--- src/rtl/spc_pkg.sv ---
package spc_pkg;
  localparam logic [2:0] ADR_STATUS = 3'd0;
  localparam logic [2:0] ADR_CTRL   = 3'd1;
  localparam logic [2:0] ADR_EXC    = 3'd5;
  localparam logic [2:0] ADR_SEL    = 3'd6;
  localparam logic [2:0] ADR_COUNT  = 3'd7;
  localparam logic [15:0] IDENT     = 16'h0065;

  typedef struct packed {
    logic [7:0] chan;
    logic [7:0] err;
    logic       miss_eop;
    logic       miss_sop;
    logic       data_err;
  } exc_t;
endpackage

--- src/rtl/spc_tracker.sv ---
module spc_tracker
  import spc_pkg::*;
#(
  parameter int NUM_CH = 4,
  parameter int SPB    = 2,
  parameter int SYM_W  = 8,
  parameter int ERR_W  = 8,
  parameter int CNT_W  = 16,
  localparam int CH_W  = (NUM_CH > 1) ? $clog2(NUM_CH) : 1,
  localparam int DW    = SPB * SYM_W
) (
  input  logic             clk,
  input  logic             rst,
  input  logic             clr,
  input  logic             beat,
  input  logic [CH_W-1:0]  ch,
  input  logic             sop,
  input  logic             eop,
  input  logic [DW-1:0]    data,
  input  logic [ERR_W-1:0] err,
  input  logic [7:0]       sel,
  output logic [CNT_W-1:0] sel_pkts,
  output logic [CNT_W-1:0] sel_syms,
  output logic [CNT_W-1:0] sel_errs,
  output logic             exc_push,
  output exc_t             exc_rec
);
  logic             in_pkt  [NUM_CH];
  logic [SYM_W-1:0] nxt_sym [NUM_CH];
  logic [CNT_W-1:0] pkts    [NUM_CH];
  logic [CNT_W-1:0] syms    [NUM_CH];
  logic [CNT_W-1:0] errs    [NUM_CH];

  logic [SYM_W-1:0] base;
  logic             mism, msop, meop, sel_ok;

  function automatic logic [CNT_W-1:0] sat_inc(input logic [CNT_W-1:0] v,
                                               input logic [CNT_W-1:0] d);
    logic [CNT_W:0] s;
    s = {1'b0, v} + {1'b0, d};
    return s[CNT_W] ? '1 : s[CNT_W-1:0];
  endfunction

  always_comb begin
    base = sop ? '0 : nxt_sym[ch];
    mism = 1'b0;
    for (int i = 0; i < SPB; i++) begin
      if (data[i*SYM_W +: SYM_W] != base + SYM_W'(i)) mism = 1'b1;
    end
    msop = !in_pkt[ch] && !sop;
    meop = in_pkt[ch] && sop;
  end

  assign exc_push         = beat && (mism || msop || meop);
  assign exc_rec.chan     = 8'(ch);
  assign exc_rec.err      = 8'(err);
  assign exc_rec.miss_eop = meop;
  assign exc_rec.miss_sop = msop;
  assign exc_rec.data_err = mism;

  always_ff @(posedge clk) begin
    for (int c = 0; c < NUM_CH; c++) begin
      if (rst || clr) begin
        in_pkt[c]  <= 1'b0;
        nxt_sym[c] <= '0;
        pkts[c]    <= '0;
        syms[c]    <= '0;
        errs[c]    <= '0;
      end else if (beat && ch == CH_W'(c)) begin
        in_pkt[c]  <= !eop;
        nxt_sym[c] <= base + SYM_W'(SPB);
        syms[c]    <= sat_inc(syms[c], CNT_W'(SPB));
        if (eop)  pkts[c] <= sat_inc(pkts[c], CNT_W'(1));
        if (mism) errs[c] <= sat_inc(errs[c], CNT_W'(1));
      end
    end
  end

  assign sel_ok   = (32'(sel) < NUM_CH);
  assign sel_pkts = sel_ok ? pkts[sel[CH_W-1:0]] : '0;
  assign sel_syms = sel_ok ? syms[sel[CH_W-1:0]] : '0;
  assign sel_errs = sel_ok ? errs[sel[CH_W-1:0]] : '0;

  for (genvar g = 0; g < NUM_CH; g++) begin : g_cnt_chk

    sym_sat_chk: assert property (@(posedge clk) disable iff (rst)
      (syms[g] == '1 && !clr) |=> syms[g] == '1);

    pkt_sat_chk: assert property (@(posedge clk) disable iff (rst)
      (pkts[g] == '1 && !clr) |=> pkts[g] == '1);

    clr_zero_chk: assert property (@(posedge clk) disable iff (rst)
      clr |=> (pkts[g] == '0 && syms[g] == '0 && errs[g] == '0 && !in_pkt[g]));
  end
endmodule

--- config.mk ---
export PLATFORM = sky130hd
export DESIGN_NAME = spc_tracker
export DESIGN_NICKNAME = d
export VERILOG_FILES = /design/src/rtl/spc_pkg.sv /design/src/rtl/spc_tracker.sv
export SDC_FILE = /design/constraint.sdc
export NUM_CORES = 1
export LEC_CHECK = 0
export ABC_AREA = 1
export BUFFER_PORTS_ARGS = -buffer_cell sky130_fd_sc_hd__buf_2
export CAP_MARGIN = 20
export CORE_ASPECT_RATIO = 1.25
export CORE_MARGIN = 2
export CORE_UTILIZATION = 40
export DETAILED_ROUTE_END_ITERATION = 10
export PLACE_DENSITY = 0.63
export SYNTH_ARGS = -nofsm -noshare
export SYNTH_HDL_FRONTEND = slang
export SYNTH_SLANG_ARGS = --single-unit
--- constraint.sdc ---
create_clock -name clk -period 5.9 [get_ports clk]
set_input_delay 0.885 -clock clk [delete_from_list [all_inputs] [get_ports clk]]
set_output_delay 0.885 -clock clk [all_outputs]
set_load 0.02 [all_outputs]
==> impl_metrics.toml <==
[setup_path]
arrival_ns = 3.43
worstRegToRegCells = 17
critPathCaptureType = "output port"
path_max_fanout = 21
crit_required_ns = 5.02
start_kind = "input port"
path_class = "input port to output port"

[grt]
grt_max_degree = 95
track_usage = 0.2028
grt_pass1_wl_um = 62710
antenna_found_initial = 0
grtUsageMet3 = 0.02262
gr-max-usage-layer = "met2"
globalRouteMet1Util = 0.2498
use_met2 = 0.3625
overflow = 0
grt_pass1_vias = 12160

[drt]
dr.pass1.iters = 6
finalWirelength_um = 39560
vias = 12600
viasPerCell = 5.305
ant_nets = 0
drc = 0
drt_iter0_markers = 1019
avgRoutedWirePerCell_um = 16.65

[clock_tree]
cts_tree = "done"
hold_buffers = 0
post_cts_buffers = 0
cts_sinks = 228
cts.path.max_buffers = 3
htree_num_levels = 1
cts-root-buf = "clkbuf_16"
clk_latency_ns = 0.55
ctsResizeCount = 0
clkTransAtPathRegs_ns = 0.06
cts_inserted_buffers = 26

[min_path]
hp-class = "register to register"
worstHoldPathCells = 2

[floorplanning]
die_width_um = 175.6
ios = 108
num_rows = 78
die-area_sq_mm = 0.03835
die_h_um = 218.4
start_util = 0.4053
fp.coreArea_sq_mm = 0.03630

[place]
portBuffers = 85
gp_congestion = 0.8973
placed_area_sq_mm = 0.01545
place_inst = 2328
dp_hpwl_um = 28140
dp_slack_ns = 1.606

[layout]
final_net_count = 1930
area_delta_synth_final_pct = 11.00
fin_area_sq_mm = 0.01633
layout-drive-gt1-share = 0.1102
stdcell_count = 2376
antennaDiodeCount = 0

[synth]
synthTopCellsByCount = "nand2_1, nor2_1, edfxtp_1, inv_1, a21oi_1"
synthSimpleGateAreaFrac = 0.2337
syn_area_sq_mm = 0.01472
synth_top_area_frac = 0.4653
syn_area_per_cell_sq_um = 8.094
synth_edf_count = 228
synthMuxAreaShare = 0
yosys_register_bits = 228
synth_cell_type_count = 44
yosys.area.top_type = "edfxtp_1"
syn_inst = 1818
ys.flop_type = "edfxtp_1"
yosysMostFrequentCell = "nand2_1"
async_flop_share = 0
yosys-top-cells-area = "edfxtp_1, nand2_1, nor2_1"
synth_compound_area_frac = 0.1386
ys_warn_count = 0
synth_top_family_by_area = "simple AND/OR/NAND/NOR gates"
ys_seq_area_frac = 0.4653
yosys.area_share.adder = 0.01190
synth-xor-area-share = 0.06343

[timing]
fin_ws_ns = 1.584
relSlewSlack = 0.2521
holdWs_ns = 0.6453
tns_ns = 0
skew_ns = 0.01856
finalSetupViolCount = 0
layout_min_cycle_time_ns = 4.316
min_period_over_period = 0.7315
tightest_slew_ns = 1.113
timing_hold_violations_final = 0
slew_violations = 0
rsz0062_at_grt = "no"
fmax_ghz = 0.2317

[outcome]
outcome = "finished clean"

[power]
p_per_area_mw_per_mm2 = 243.7
peakVddDrop_uv = 230.8
leakagePower_nw = 6.485

[run]
cap_violations = 0
-- worst paths after layout --
path,startpoint,endpoint,slack [ns]
worst max register to register,nxt_sym[3][0],errs[0][5],2.87
worst max-delay path,ch[0],exc_push,1.58
worst min register to register,errs[3][5],errs[3][5],0.65
worst min-delay path,errs[3][5],errs[3][5],0.65
-- sequential cells by signal (all words and copies together) (netlist names) --
name / flops
errs: 64
pkts: 64
syms: 64
nxt_sym: 32
in_pkt: 4
-- power breakdown --
part           total (mW)  internal (mW)  switching (mW)  leakage, nW
Sequential           1.94           1.86          0.0746         2.56
Clock                1.71           1.01           0.706        0.422
Combinational       0.333          0.101           0.232         3.50
-- placed cells by master (no fill, tap or decap), types with 2 or more instances in the layout --
cell,n
a211oi_1,4
conb_1,6
o31ai_1,7
a311oi_1,2
inv_1,215
a21oi_1,182
nor2_1,273
nand3_1,74
nand3_2,3
nand2_1,276
nand4_1,22
nor3_1,52
nor2_2,38
o22ai_1,17
nand2_2,12
edfxtp_1,228
o21ai_1,4
bufinv_16,4
xnor2_1,30
clkbuf_16,27
nor2_4,2
nor3b_1,3
buf_4,17
clkinv_1,12
nor4_1,4
ha_1,14
buf_2,85
clkinv_2,4
nand3b_1,15
inv_2,3
a31oi_1,11
xor2_1,74
o21a_1,2
clkinvlp_4,4
nand2_4,4
o21ai_0,147
or2_2,4
o211ai_1,8
-- area by class of cell --
type | instances | area [sq um]
clock buffers | 28 | 679.4
clock inverters | 20 | 205.2
fillers | 3602 | 19970
inverters | 223 | 837.1
multi-input cells | 1295 | 6613
flip-flops and latches | 228 | 6847
well taps | 480 | 600.6
repair buffers | 102 | 553.0
-- metal layers --
layer  part of all wire  up-vias
met5                  0        -
met4              0.034        0
met3              0.056       88
met2               0.50      424
met1               0.41     5883
li1                   -     6209
-- worst max-delay path: stages --
cell	delay [ns]
buf_2	0.23
inv_2	0.31
nand2_1	0.08
nand2_1	0.07
nand2_1	0.06
nand2_2	0.10
nand2_1	0.08
inv_1	0.21
ha_1	0.21
nand3_1	0.11
nor2_2	0.21
nand2_2	0.09
nor2_2	0.11
xnor2_1	0.22
nand4_1	0.18
nand2_1	0.09
inv_1	0.03
buf_2	0.15
-- per-stage QoR --
| step | power (mW) | util |
|---|---|---|
| floorplan | 2.195 | - |
| global placement | 2.293 | 0.4256 |
| detailed placement | 2.298 | 0.4256 |
| CTS | 4.002 | 0.4499 |
| global route | 4.103 | 0.4499 |
| finish | 3.981 | 0.4499 |
-- logic make-up (layout without fill, tap and decap cells) --
group           count (synthesis)  after routing
simple gates                  783            783
compound gates                387            387
buf+inv                       300            373
flops                         228            228
xor+xnor                      105            105
fa+ha+maj                      14             14
other cells                     1              6
No activity file was read; power rests on OpenSTA's default activity.
